File: src/rtl/btn_pulse_pkg.sv
// Package: btn_pulse_pkg
// Shared constants for the button strobe bank: the channel count and the
// bit position of each button inside the internal channel vectors.
// Assumes every module in the bank indexes its vectors with these names.
package btn_pulse_pkg;

    localparam int BTN_COUNT = 5;

    localparam int IDX_UP     = 0;
    localparam int IDX_LEFT   = 1;
    localparam int IDX_CENTER = 2;
    localparam int IDX_DOWN   = 3;
    localparam int IDX_RIGHT  = 4;

endpackage

File: src/rtl/btn_sync2.sv
// Module: btn_sync2
// Two-flop synchronizer for one asynchronous level input.
// Assumes the input is a slow level (a switch contact), so losing or adding
// one cycle at a transition does not matter. Reset clears both stages.
module btn_sync2 (
    input  logic clk,
    input  logic rst_n,
    input  logic async_i,
    output logic sync_o
);

    logic meta_q;
    logic stable_q;

    // Shift the raw level through two flops to settle metastability.
    always_ff @(posedge clk) begin
        if (!rst_n) begin
            meta_q   <= 1'b0;
            stable_q <= 1'b0;
        end else begin
            meta_q   <= async_i;
            stable_q <= meta_q;
        end
    end

    assign sync_o = stable_q;

endmodule

File: src/rtl/btn_settle.sv
// Module: btn_settle
// Stability filter. The filtered level takes the input's value only after
// the input has disagreed with it for STABLE_CYCLES consecutive clocks.
// Any agreeing cycle resets the count to zero.
// Assumes 2**CNT_W > STABLE_CYCLES and STABLE_CYCLES >= 1, and that the
// input is already synchronous to clk.
module btn_settle #(
    parameter int STABLE_CYCLES = 100,
    parameter int CNT_W         = 7
) (
    input  logic             clk,
    input  logic             rst_n,
    input  logic             level_i,
    output logic             level_o,
    output logic [CNT_W-1:0] count_o
);

    localparam logic [CNT_W-1:0] LAST_COUNT = CNT_W'(STABLE_CYCLES - 1);

    logic             level_q;
    logic [CNT_W-1:0] count_q;
    logic             differs;

    assign differs = (level_i != level_q);

    // Count disagreeing cycles, and accept the new level on the last one.
    always_ff @(posedge clk) begin
        if (!rst_n) begin
            level_q <= 1'b0;
            count_q <= '0;
        end else if (!differs) begin
            count_q <= '0;
        end else if (count_q == LAST_COUNT) begin
            level_q <= level_i;
            count_q <= '0;
        end else begin
            count_q <= count_q + 1'b1;
        end
    end

    assign level_o = level_q;
    assign count_o = count_q;

endmodule

File: src/rtl/btn_rise.sv
// Module: btn_rise
// Rising-edge detector. It outputs a one-cycle strobe when the input goes
// from low to high. Assumes a synchronous input. Reset clears the history
// to low, so an input held low through reset gives no strobe.
module btn_rise (
    input  logic clk,
    input  logic rst_n,
    input  logic level_i,
    output logic strobe_o
);

    logic prev_q;

    // Remember last cycle's level for the edge compare.
    always_ff @(posedge clk) begin
        if (!rst_n) prev_q <= 1'b0;
        else        prev_q <= level_i;
    end

    assign strobe_o = level_i & ~prev_q;

endmodule

File: src/rtl/btn_pulse_bank.sv
// Module: btn_pulse_bank
// Five-button input conditioner. Each channel goes synchronizer, then
// stability filter, then rising-edge detector, and gives one strobe per
// real press. Assumes active-high raw buttons and 2**CNT_W > STABLE_CYCLES.
// Defaults suit simulation. Use 1000000 / 21 for a 10 ms window at 100 MHz.
module btn_pulse_bank #(
    parameter int STABLE_CYCLES = 100,
    parameter int CNT_W         = 7
) (
    input  logic clk,
    input  logic rst_n,
    input  logic btn_up_i,
    input  logic btn_left_i,
    input  logic btn_center_i,
    input  logic btn_down_i,
    input  logic btn_right_i,
    output logic press_up_o,
    output logic press_left_o,
    output logic press_center_o,
    output logic press_down_o,
    output logic press_right_o
);

    import btn_pulse_pkg::*;

    localparam int N = BTN_COUNT;

    logic [N-1:0]       raw_vec;
    logic [N-1:0]       sync_vec;
    logic [N-1:0]       settled_vec;
    logic [N-1:0]       strobe_vec;
    logic [N*CNT_W-1:0] count_flat;

    // Gather the named buttons into one channel vector.
    always_comb begin
        raw_vec             = '0;
        raw_vec[IDX_UP]     = btn_up_i;
        raw_vec[IDX_LEFT]   = btn_left_i;
        raw_vec[IDX_CENTER] = btn_center_i;
        raw_vec[IDX_DOWN]   = btn_down_i;
        raw_vec[IDX_RIGHT]  = btn_right_i;
    end

    // One identical conditioning chain per button.
    for (genvar ch = 0; ch < N; ch++) begin : g_chan
        btn_sync2 u_sync (
            .clk     (clk),
            .rst_n   (rst_n),
            .async_i (raw_vec[ch]),
            .sync_o  (sync_vec[ch])
        );

        btn_settle #(
            .STABLE_CYCLES (STABLE_CYCLES),
            .CNT_W         (CNT_W)
        ) u_settle (
            .clk     (clk),
            .rst_n   (rst_n),
            .level_i (sync_vec[ch]),
            .level_o (settled_vec[ch]),
            .count_o (count_flat[ch*CNT_W +: CNT_W])
        );

        btn_rise u_rise (
            .clk      (clk),
            .rst_n    (rst_n),
            .level_i  (settled_vec[ch]),
            .strobe_o (strobe_vec[ch])
        );
    end

    assign press_up_o     = strobe_vec[IDX_UP];
    assign press_left_o   = strobe_vec[IDX_LEFT];
    assign press_center_o = strobe_vec[IDX_CENTER];
    assign press_down_o   = strobe_vec[IDX_DOWN];
    assign press_right_o  = strobe_vec[IDX_RIGHT];

endmodule

File: config.mk
export PLATFORM = sky130hd
export DESIGN_NAME = btn_pulse_bank
export DESIGN_NICKNAME = d
export VERILOG_FILES = /design/src/rtl/btn_pulse_pkg.sv /design/src/rtl/btn_sync2.sv /design/src/rtl/btn_settle.sv /design/src/rtl/btn_rise.sv /design/src/rtl/btn_pulse_bank.sv
export SDC_FILE = /design/constraint.sdc
export NUM_CORES = 1
export LEC_CHECK = 0
export BUFFER_PORTS_ARGS = -buffer_cell sky130_fd_sc_hd__buf_2
export CORE_MARGIN = 2
export CORE_UTILIZATION = 30
export DETAILED_ROUTE_END_ITERATION = 10
export PLACE_DENSITY = 0.45
export SYNTH_ARGS = -nofsm -noshare
export SYNTH_HDL_FRONTEND = slang
export SYNTH_HIERARCHICAL = 1
export SYNTH_SLANG_ARGS = --single-unit
File: constraint.sdc
create_clock -name clk -period 2 [get_ports clk]
set_input_delay 0 -clock clk [delete_from_list [all_inputs] [get_ports clk]]
set_output_delay 0 -clock clk [all_outputs]
set_load 0.01 [all_outputs]
[Yosys cells after proc, flatten, opt, wreduce, memory -nomap -nowiden]
Index checks and enable logic that the tools add are counted.
Operators by class
  bitwise gates (word level): 16
  equality and inequality tests: 10
  $add $sub $neg: 5
  reduce and logical (&&, ||, !) cells: 10
Operators by type and width (number)
  7-bit by 1-bit adder with 7-bit output (second input constant): 5
  7-bit == test (second input constant): 5
  3-bit OR reduction: 5
  1-bit inverter: 11
  2-bit AND reduction: 5
  1-bit AND: 5
  1-bit != test: 5
Word-level totals
  register bits after elaboration: 55
  bits of input ports: 7
  logic and storage cells: 66
  output and inout port bits: 5

[Logic depth before layout (Yosys ltp)]
Gate-level depths: netlist (run 1).
  word-level depth: 3
  gate-level depth with buffers: 4
  depth with buffers taken out: 4

[By module]
Netlist (run 1), hierarchy kept.
By module, submodules not included
  btn_settle (g_chan[0].u_settle ...): cells an instance 38, sequential area each 160.2 um^2, area each 341.6 um^2, instances 4
  btn_settle (g_chan[3].u_settle): cells an instance 36, sequential area each 160.2 um^2, area each 351.6 um^2, instances 1
  btn_sync2: cells an instance 4, sequential area each 40.0 um^2, area each 52.6 um^2, instances 5
  btn_rise: cells an instance 3, sequential area each 20.0 um^2, area each 40.0 um^2, instances 5

[Worst setup path before layout (run 1)]
Ideal clock, no wire load.
  path kind: reg-to-reg
  from: reg g_chan[0].u_settle.count_q[0]
  to: reg g_chan[0].u_settle.count_q[2]
  required time: 1869 ps
  clock period less this slack: 1246 ps
  path buffers: 0
  arrival time: 1115 ps
  cell stages (with the launch flop): 5
  setup time: 131 ps
  slack: 754 ps
  path through: dfxtp_1 > ha_1 > nand4bb_1 > o211ai_1 > nor2_1
Between the ends
  word-level cells in the longest chain between the ends: 2
  elaborated cells between the ends (all ways): 3
  those cells by class: add/sub (1); eq/ne (1); reduce/logical (1)
Ends and longest elaborated chain
  start, declared: line btn_settle.sv:21  | logic [CNT_W-1:0] count_q;
  start signal, assigned: line btn_settle.sv:37  | count_q <= count_q + 1'b1;
  parallel branches: the longest is 2 deep, another holds 7-bit by 1-bit adder with 7-bit output
Parallel ways; which one is timed is not known.
A chain may end at the register's enable or synchronous reset.

[Worst setup path after layout (run 1)]
  from: reg g_chan[0].u_settle.count_q[0]
  to: reg g_chan[0].u_settle.count_q[4]
Same word-level chain as after synthesis.

==> impl_metrics.py, run 1 <==
metrics = {
    "placement": {
        "numPortBuffers": 11,
        "dp_hpwl_um": 2230,
        "gp_congestion": 0.727,
    },
    "routing": {
        "wl_per_cell_um": 9.40,
        "post_drt_via_cell_ratio": 4.24,
        "first_pass_iters": 4,
        "postRouteAntennaNets": 0,
        "vias": 1467,
        "post-route-drc-count": 0,
        "drt_iter0_markers": 30,
        "wl_um": 3250,
    },
    "global_route": {
        "overflow": 0,
        "grt_util_met1_pct": 11.4,
        "grt_use_met3_pct": 3.05,
        "grt_max_degree": 30,
        "grt_usage_pct": 8.89,
        "gr-usage-met2_pct": 13.8,
        "busiest_layer": "met2",
        "antenna_found_initial": 0,
        "grt_pass1_vias": 1319,
        "grt_first_pass_wirelength_um": 5570,
    },
    "timing": {
        "worst_slew_pin_slew_ns": 0.527,
        "slew_violations": 0,
        "fin_hold_ws_ns": 0.143,
        "setup_violations": 0,
        "slew_headroom_pct": 64.7,
        "fin_skew_ns": 0.00396,
        "period_needed_ns": 1.49,
        "fin_tns_setup_ns": 0,
        "fmax_mhz": 669,
        "hold_violations": 0,
        "fin_crit_sh_pct": 74.7,
        "rsz0062_at_grt": "false",
    },
    "clock_network": {
        "clock_path_buffers": 2,
        "cts-root-buf": "clkbuf_8",
        "cts_resized": 0,
        "clkLatencyLatePin_ns": 0.30,
        "cts_tree": "yes",
        "cts.sinks": 55,
        "cts_inserted_buffers": 5,
        "clk_pin_slew_worst_paths_ns": 0.09,
        "h-tree-depth": 2,
        "post_cts_buffers": 0,
    },
    "cells_and_area": {
        "drive_gt1_share_pct": 10.9,
        "synthToLayoutAreaGrowth_pct": 15.9,
        "n_antenna_cell": 0,
        "layout.nets": 258,
        "fill_cells": 758,
    },
    "power_and_ir_drop": {
        "power.density_mw_per_mm2": 752,
        "ir_drop_mv": 0.378,
        "leakage_uw": 0.000903,
    },
    "min_path": {
        "hold_class": "input port to flip-flop",
    },
    "floorplanning": {
        "ios": 12,
        "start_util_pct": 30.6,
        "die_area_mm2": 0.00797,
        "row_count": 31,
        "die_w_um": 89.3,
        "core_area_mm2": 0.00714,
        "die_h_um": 89.3,
    },
    "run_status": {
        "status": "complete, no violations",
    },
    "setup_path": {
        "crit_type": "flip-flop to flip-flop",
        "worst_path_max_delay_cell": "o211ai_1",
        "critPathMaxStageDelay_ns": 0.49,
        "path_max_fanout": 6,
        "end_kind": "flip-flop",
        "worstPathRequired_ns": 2.18,
        "critPathLaunchType": "flip-flop",
        "path_delay_family": "compound AO/OA/AOI/OAI gates",
        "crit_arrival_ns": 1.67,
        "path_cells": "ha_1 -> nand4bb_1 -> o211ai_1 -> nor2_1",
        "critPathBufInv": 0,
    },
    "synth": {
        "syn-cell-area_mm2": 0.00218,
        "synth_fp_nets": 235,
        "yosys_warnings": 6,
        "postSynthCellCount": 223,
        "ys_types": 23,
        "ys_seq_area_share_pct": 50.5,
        "syn_avg_cell_area_um2": 9.78,
        "ys_seq_elements": 55,
    },
    "run": {
        "cap_violations": 0,
    },
}
## final timing paths
path | endpoint | slack (ns) | from | cells after the start
max | g_chan[0].u_settle/count_o[4] | 0.51 | g_chan[0].u_settle/count_o[0] | 4
min reg2reg | g_chan[2].u_sync/sync_o | 0.44 | g_chan[2].u_sync/meta_q | 1
max reg2reg | g_chan[0].u_settle/count_o[4] | 0.51 | g_chan[0].u_settle/count_o[0] | 4
min | g_chan[0].u_settle/count_o[6] | 0.14 | rst_n | 3
## power by group
part | internal [µW] | leakage (µW) | switching [µW]
registers | 1110 | 0.000445 | 5.71
clock network | 405 | 0.0000612 | 339
logic | 21.6 | 0.000397 | 20.8
## layout by cell type (no fill, tap or decap)
master         netlist  layout
a21boi_1             5       5
clkinv_2             0       1
nand2b_1             6       6
nor3_1               4       4
and2_1              15      15
dfxtp_1             55      55
nor2b_4              5       5
dlygate4sd3_1        0       5
clkbuf_8             0       6
a21oi_2              1       1
bufinv_16            0       1
nor2_1              24      24
inv_1               10      10
ha_1                 5       5
o21ai_0             11      11
mux2i_1              4       4
xnor2_1              4       4
nand3_1             10      10
buf_2                0      11
or3_1               11      11
xor2_1              15      15
nand4_1              4       4
nand4bb_1            4       4
a21oi_1             10      10
nand4bb_4            1       1
o211ai_2             1       1
nand2_1             14      14
o211ai_1             4       4
## sequential cells by signal, indices dropped and copies added (netlist names)
signal,count
g_chan.u_rise/prev_q,5
g_chan.u_settle/count_o,35
g_chan.u_settle/level_o,5
g_chan.u_sync/meta_q,5
g_chan.u_sync/sync_o,5
## cells in the mapped netlist
| master | n | share of area (%) |
|---|---|---|
| and2_1 | 15 | 4.3 |
| nand4_1 | 4 | 1.1 |
| mux2i_1 | 4 | 1.8 |
| a21oi_1 | 10 | 2.3 |
| inv_1 | 10 | 1.7 |
| nor2b_4 | 5 | 3.2 |
| nand2b_1 | 6 | 1.7 |
| or3_1 | 11 | 3.2 |
| o21ai_0 | 11 | 2.5 |
| nand2_1 | 14 | 2.4 |
| o211ai_2 | 1 | 0.57 |
| dfxtp_1 | 55 | 50 |
| a21oi_2 | 1 | 0.40 |
| a21boi_1 | 5 | 1.7 |
| nand3_1 | 10 | 2.3 |
| nand4bb_1 | 4 | 2.1 |
| xnor2_1 | 4 | 1.6 |
| nor3_1 | 4 | 0.92 |
| nor2_1 | 24 | 4.1 |
| nand4bb_4 | 1 | 1.3 |
| ha_1 | 5 | 2.9 |
| xor2_1 | 15 | 6.0 |
| o211ai_1 | 4 | 1.4 |
## worst reg2reg max path: cells and delay by family (launching register included)
family / cells / cell delay [ns]
fa+ha+maj: 1 / 0.23
compound gates: 1 / 0.49
flops: 1 / 0.37
simple gates: 2 / 0.29
## per-layer routing
metal  vias up  part of all wire [%]  routed length (µm)
met5         -                     0                   0
met4         0                   1.3                  43
met3         5                   3.5                 113
met2        18                    42                1380
met1       641                    53                1710
li1        803                     -                   -
## cell type report
type | count | area (µm²) | share of cell area [%]
clock buffer | 6 | 82.6 | 3.27
clock inverter | 2 | 35.0 | 1.39
inverter | 10 | 37.5 | 1.49
multi-input combinational | 158 | 1040 | 41.2
sequential | 55 | 1100 | 43.6
tap | 99 | 124 | 4.90
timing repair buffer | 16 | 105 | 4.16
## stage by stage
step	utilization (%)	std cells	worst slack (ns)	area, µm²	power, µW
2_1_floorplan	-	223	0.754	2180	1160
3_3_place_gp	33.1	333	0.483	2360	1170
3_5_place_dp	33.1	333	0.485	2360	1170
4_1_cts	35.4	346	0.485	2530	1940
5_1_grt	35.4	346	0.270	2530	1980
6_report	35.4	346	0.506	2530	1900
## what timing repair did
item | CTS | global route
endpoints found under the setup margin | 0 | 0
endpoints found under the hold margin | 5 | 0
hold buffers | 5 | 0
## logic make-up after synthesis
family,share of synthesized area (%)
AO/OA/AOI/OAI,8.89
XOR/XNOR,7.63
adder cells (fa/ha/maj),2.87
buffers and inverters,1.72
flip-flops,50.5
multiplexers,1.84
AND/OR/NAND/NOR,26.6
Note: power is estimated with default switching activity, not from simulation.
==> run 2: changes to the inputs <==
--- a/config.mk
+++ b/config.mk
@@ -5,6 +5,7 @@
 export SDC_FILE = /design/constraint.sdc
 export NUM_CORES = 1
 export LEC_CHECK = 0
+export ABC_AREA = 1
 export BUFFER_PORTS_ARGS = -buffer_cell sky130_fd_sc_hd__buf_2
 export CORE_MARGIN = 2
 export CORE_UTILIZATION = 30
==> constraint.sdc (replaced) <==
create_clock -name clk -period 1.4 [get_ports clk]
set_input_delay 0 -clock clk [delete_from_list [all_inputs] [get_ports clk]]
set_output_delay 0 -clock clk [all_outputs]
set_load 0.01 [all_outputs]
==> run 2 against run 1 <==
Net effect: synthesized area is 7.7% higher; cell count grew 32%; critical path type unchanged; worst hold slack worse by 0.071 ns; sequential power increased by 43%; via count grew 28%; utilization is 0.29 points lower; clock skew increased by 0.0052 ns; register-to-register slack lost 0.34 ns; sequential share of layout area decreased by 2.6 points.
==> impl_metrics.py, run 2 <==
metrics = {
    "power_and_ir_drop": {
        "finalPower_uw": 2550,
        "leakage_uw": 0.00109,
        "ir_drop_mv": 0.359,
        "power.density_mw_per_mm2": 948,
    },
    "timing": {
        "worst_slew_pin_slew_ns": 0.369,
        "setup_violations": 0,
        "slew_headroom_pct": 75.4,
        "hold_violations": 0,
        "period_needed_ns": 1.23,
        "slew_violations": 0,
        "rsz0062_at_grt": "false",
        "fin_skew_ns": 0.00912,
        "fmax_mhz": 811,
        "fin_tns_setup_ns": 0,
        "fin_crit_sh_pct": 88.1,
    },
    "synth": {
        "syn-cell-area_mm2": 0.00235,
        "synth-edff-count": 0,
        "synth_area_leaders": "dfxtp_1 (47%), nand2_1 (14%), inv_1 (9.1%)",
        "synthArstFlopShare_pct": 0,
        "ys_types": 17,
        "synth_top_area_share_pct": 46.9,
        "ys_seq_elements": 55,
        "synthTopCellsByCount": "nand2_1 (85), inv_1 (57), dfxtp_1 (55)",
        "ys_seq_area_share_pct": 46.9,
        "synth_ff_type": "dfxtp_1",
        "syn_avg_cell_area_um2": 7.12,
        "synth_most_common_cell": "nand2_1",
        "postSynthCellCount": 330,
        "synth_top_cell_by_area": "dfxtp_1",
        "yosys_warnings": 6,
        "synth_fp_nets": 342,
    },
    "routing": {
        "vias": 1871,
        "wl_per_cell_um": 8.83,
        "post_drt_via_cell_ratio": 4.09,
        "wl_um": 4050,
        "postRouteAntennaNets": 0,
        "first_pass_iters": 4,
        "drt_iter0_markers": 62,
        "post-route-drc-count": 0,
    },
    "clock_network": {
        "cts-root-buf": "clkbuf_8",
        "cts.sinks": 55,
        "clk_pin_slew_worst_paths_ns": 0.10,
        "cts_tree": "yes",
        "post_cts_buffers": 0,
        "clkLatencyLatePin_ns": 0.31,
        "cts_inserted_buffers": 5,
        "h-tree-depth": 2,
        "clock_path_buffers": 2,
    },
    "floorplanning": {
        "start_util_pct": 30.7,
        "row_count": 32,
        "core_area_mm2": 0.00765,
        "ios": 12,
        "die_h_um": 92.5,
        "die_area_mm2": 0.00856,
        "die_w_um": 92.5,
    },
    "global_route": {
        "grt_first_pass_wirelength_um": 7340,
        "grt_usage_pct": 10.4,
        "grt_max_degree": 19,
        "grt_pass1_vias": 1794,
        "overflow": 0,
        "antenna_found_initial": 0,
    },
    "cells_and_area": {
        "seq_area_mm2": 0.00110,
        "layout.nets": 367,
        "largest_reg_flops": 35,
        "n_antenna_cell": 0,
        "fill_cells": 816,
        "drive_gt1_share_pct": 11.5,
        "multiInputGateArea_mm2": 0.00102,
        "design_area_mm2": 0.00269,
        "synthToLayoutAreaGrowth_pct": 14.3,
        "fin_util_pct": 35.1,
        "layout_commonest_cell": "nand2_1",
        "final_cell_mix": "nand2_1 (85), inv_1 (57), dfxtp_1 (55)",
    },
    "setup_path": {
        "r2r_setup_slack_ns": 0.17,
        "critPathLaunchType": "flip-flop",
        "setup.worst_path.start": "g_chan[1].u_settle/count_o[0]",
        "end_kind": "flip-flop",
        "path_max_fanout": 7,
        "worstPathRequired_ns": 1.60,
        "crit_type": "flip-flop to flip-flop",
        "reg2reg_from": "g_chan[1].u_settle/count_o[0]",
        "crit_arrival_ns": 1.43,
    },
    "placement": {
        "gp_congestion": 0.714,
        "numPortBuffers": 11,
        "dp_hpwl_um": 2870,
        "place_area_mm2": 0.00255,
    },
    "run_status": {
        "status": "complete, no violations",
    },
    "min_path": {
        "hp-start": "rst_n",
        "hold_class": "input port to flip-flop",
    },
    "run": {
        "cap_violations": 0,
    },
}
## run 2: cell count changes in the layout (fill, tap and decap cells not counted), moves of 6 or more
cell	before	now
a21oi_1	10	20
and2_1	15	0
inv_1	10	57
nand2_1	14	85
nand2b_1	6	0
nand3_1	10	25
nor2_1	24	51
nor2_2	0	6
o21ai_0	11	2
or3_1	11	0
xor2_1	15	2
## run 2: metrics by stage
stage	std cells	hold WS, ns	setup WS (ns)
2_1_floorplan	330	0.0935	0.344
3_3_place_gp	445	0.175	0.195
3_5_place_dp	445	0.184	0.182
4_1_cts	458	0.0690	0.169
5_1_grt	458	0.0932	0.0397
6_report	458	0.0723	0.166
## run 2: where the power goes
part | leakage (µW) | switching (µW) | total, µW | internal [µW]
combinational | 0.000600 | 39.9 | 72.0 | 32.0
clock | 0.0000402 | 534 | 884 | 350
sequential | 0.000445 | 8.64 | 1590 | 1580
## run 2: metal layers
layer  track usage, %  share of wire, %
met3             2.85               2.5
met1             12.7                51
met5                0                 0
met4             3.86               1.5
met2             17.4                45
## run 2: timing repair
action                                  CTS  global route
gates resized for setup                   0             0
hold buffers                              5             0
endpoints found under the setup margin    0             0
endpoints found under the hold margin     5             0
## run 2: cells by family (layout without fill, tap and decap cells)
group           Yosys count  after routing  synth area share [%]
fa+ha+maj                 5              5                  2.66
buf+inv                  61             87                  9.74
flops                    55             55                  46.9
xor+xnor                  6              6                  2.24
compound gates           26             26                  6.18
simple gates            177            177                  32.3
## run 2: critical path: stages (launching register included)
cell and delay (ns):
dfxtp_1 0.36, ha_1 0.22, inv_1 0.07, nor2_1 0.09, nand3_1 0.07, nand2_1 0.23, a21oi_1 0.08
## run 2: cell type report
| cell class | instances | share of cell area, % |
|---|---|---|
| multi-input cells | 214 | 38.0 |
| inverters | 61 | 8.52 |
| well taps | 102 | 4.75 |
| clock buffers | 5 | 2.56 |
| flip-flops and latches | 55 | 41.0 |
| clock inverters | 3 | 0.745 |
| repair buffers | 18 | 4.47 |
## run 2: path summary, 6_finish.rpt
kind	endpoint	cells past startpoint
setup reg to reg	g_chan[1].u_settle/count_o[5]	6
hold / removal	g_chan[4].u_sync/sync_o	3
hold reg to reg	g_chan[0].u_sync/sync_o	2
setup / recovery	g_chan[1].u_settle/count_o[5]	6
==> run 3: changes to the inputs <==
==> constraint.sdc (replaced) <==
create_clock -name clk -period 1.4 [get_ports clk]
set_input_delay 0.35 -clock clk [delete_from_list [all_inputs] [get_ports clk]]
set_output_delay 0.35 -clock clk [all_outputs]
set_load 0.01 [all_outputs]
==> run 3 against run 2 <==
Net effect: clock-buffer cell count rose by 1; global-route usage fell by 0.62 points; sequential cell count did not move; critical endpoint is now press_center_o.
==> impl_metrics.py, run 3 (synthesis results as in run 2) <==
metrics = {
    "floorplanning": {
        "core_area_mm2": 0.00765,
        "die_h_um": 92.5,
        "die_w_um": 92.5,
        "row_count": 32,
        "ios": 12,
        "start_util_pct": 30.7,
        "die_area_mm2": 0.00856,
    },
    "clock_network": {
        "clkLatencyLatePin_ns": 0.30,
        "hold_buffers": 0,
        "cts-root-buf": "clkbuf_8",
        "h-tree-depth": 2,
        "cts_inserted_buffers": 5,
        "cts_tree": "yes",
        "clock_path_buffers": 2,
        "cts.sinks": 55,
        "clk_pin_slew_worst_paths_ns": 0.10,
    },
    "cells_and_area": {
        "multiInputGateArea_mm2": 0.00102,
        "layout_commonest_cell": "nand2_1",
        "seq_area_mm2": 0.00111,
        "layout.nets": 362,
        "drive_gt1_share_pct": 13.1,
        "fin_util_pct": 35.0,
        "synthToLayoutAreaGrowth_pct": 13.8,
        "fill_cells": 807,
        "n_antenna_cell": 0,
        "largest_reg_flops": 35,
        "final_cell_mix": "nand2_1 (85), inv_1 (57), nor2_1 (51)",
        "fin_cells": 453,
    },
    "routing": {
        "first_pass_iters": 4,
        "postRouteAntennaNets": 0,
        "post_drt_via_cell_ratio": 4.00,
        "wl_um": 3800,
        "drt_iter0_markers": 47,
        "post-route-drc-count": 0,
        "wl_per_cell_um": 8.40,
        "vias": 1812,
    },
    "timing": {
        "fin_crit_sh_pct": 91.8,
        "worst_slew_pin_slew_ns": 0.268,
        "hold_violations": 0,
        "fin_tns_setup_ns": 0,
        "slew_violations": 0,
        "period_needed_ns": 1.28,
        "slew_headroom_pct": 82.1,
        "rsz0062_at_grt": "false",
        "fin_skew_ns": 0.00605,
        "fmax_mhz": 778,
        "fin_hold_ws_ns": 0.216,
        "setup_violations": 0,
    },
    "setup_path": {
        "end_kind": "output port",
        "r2r_setup_slack_ns": 0.19,
        "setup.worst_path.start": "g_chan[2].u_settle/level_o",
        "worstPathRequired_ns": 1.05,
        "reg2reg_from": "g_chan[0].u_settle/count_o[0]",
        "crit_arrival_ns": 0.93,
        "reg2reg_depth": 6,
        "crit_type": "flip-flop to output port",
        "path_max_fanout": 5,
        "timing.rr.end": "g_chan[0].u_settle/count_o[3]",
        "critPathLaunchType": "flip-flop",
        "critical_path.endpoint": "press_center_o",
    },
    "min_path": {
        "hold_class": "input port to flip-flop",
    },
    "placement": {
        "gp_congestion": 0.733,
        "dp_hpwl_um": 2790,
        "post-place-cells": 445,
        "numPortBuffers": 11,
    },
    "run_status": {
        "status": "complete, no violations",
    },
    "run": {
        "cap_violations": 0,
    },
    "global_route": {
        "grt_max_degree": 17,
        "grt_usage_pct": 9.77,
        "grt_first_pass_wirelength_um": 6850,
        "overflow": 0,
        "grt_pass1_vias": 1645,
        "antenna_found_initial": 0,
    },
    "power_and_ir_drop": {
        "clockPowerShare_pct": 39.4,
        "power.density_mw_per_mm2": 1020,
        "leakage_uw": 0.00109,
        "p_int_uw": 2180,
        "switching_share_pct": 19.8,
        "pwr-share-seq_pct": 58.4,
        "combinationalPowerShare_pct": 2.2,
        "ir_drop_mv": 0.342,
        "p_sw_uw": 538,
    },
}
run 3: changes by cell type in the layout (fill, tap and decap cells not counted), sizes merged:
cell	delta
clkbuf	+1
bufinv	+1
clkinvlp	-2
dlygate4sd3	-5
run 3: timing repair:
action | in CTS | in global routing
endpoints found under the setup margin | 0 | 5
setup buffers | 0 | 0
gates resized for setup | 0 | 6
run 3: layout make-up:
cell class                 instances  share of cell area, %
tap                              102                   4.77
multi-input combinational        214                   38.1
timing repair buffer              13                   2.62
inverter                          61                   8.56
clock inverter                     2                   1.31
sequential                        55                   41.5
clock buffer                       6                   3.09
run 3: critical path: stages, from the launching register on:
cell and delay [ns]:
dfxtp_2 0.37, inv_1 0.06, nor2_2 0.07, buf_2 0.13
run 3: stage by stage:
step	setup slack [ns]	cell area (µm²)	total power (µW)
floorplan	0.344	2350	1660
global placement	0.146	2550	1690
detailed placement	0.134	2550	1690
CTS	0.0213	2670	2790
global route	0.0209	2670	2850
finish	0.115	2670	2720
run 3: metal layers:
metal / GRT usage [%] / wire [µm] / up-vias
li1: - / - / 1036
met1: 12.3 / 2010 / 755
met2: 15.7 / 1630 / 16
met3: 2.60 / 99 / 5
met4: 4.23 / 62 / 0
met5: 0 / 0 / -
run 3: power by group through the flow:
stage / logic (µW) / registers, µW / clock network (µW)
global route: 71.6 / 1590 / 1190
global placement: 61.4 / 1630 / 0
finish: 59.7 / 1590 / 1070
detailed placement: 61.9 / 1630 / 0
floorplan: 32.1 / 1620 / 0
CTS: 62.2 / 1590 / 1140
run 3: worst min path at each step:
stage                                          to               startpoint  slack [ns]  depth (start not counted)
after detailed placement  g_chan[1].u_sync/sync_o  g_chan[1].u_sync/meta_q        0.40                          2
after floorplan           g_chan[0].u_sync/sync_o  g_chan[0].u_sync/meta_q        0.39                          2
after CTS                 g_chan[1].u_sync/meta_q               btn_left_i        0.20                          3
after global routing      g_chan[3].u_sync/meta_q               btn_down_i        0.22                          3
final                     g_chan[3].u_sync/meta_q               btn_down_i        0.22                          3
after global placement    g_chan[3].u_sync/sync_o  g_chan[3].u_sync/meta_q        0.40                          2
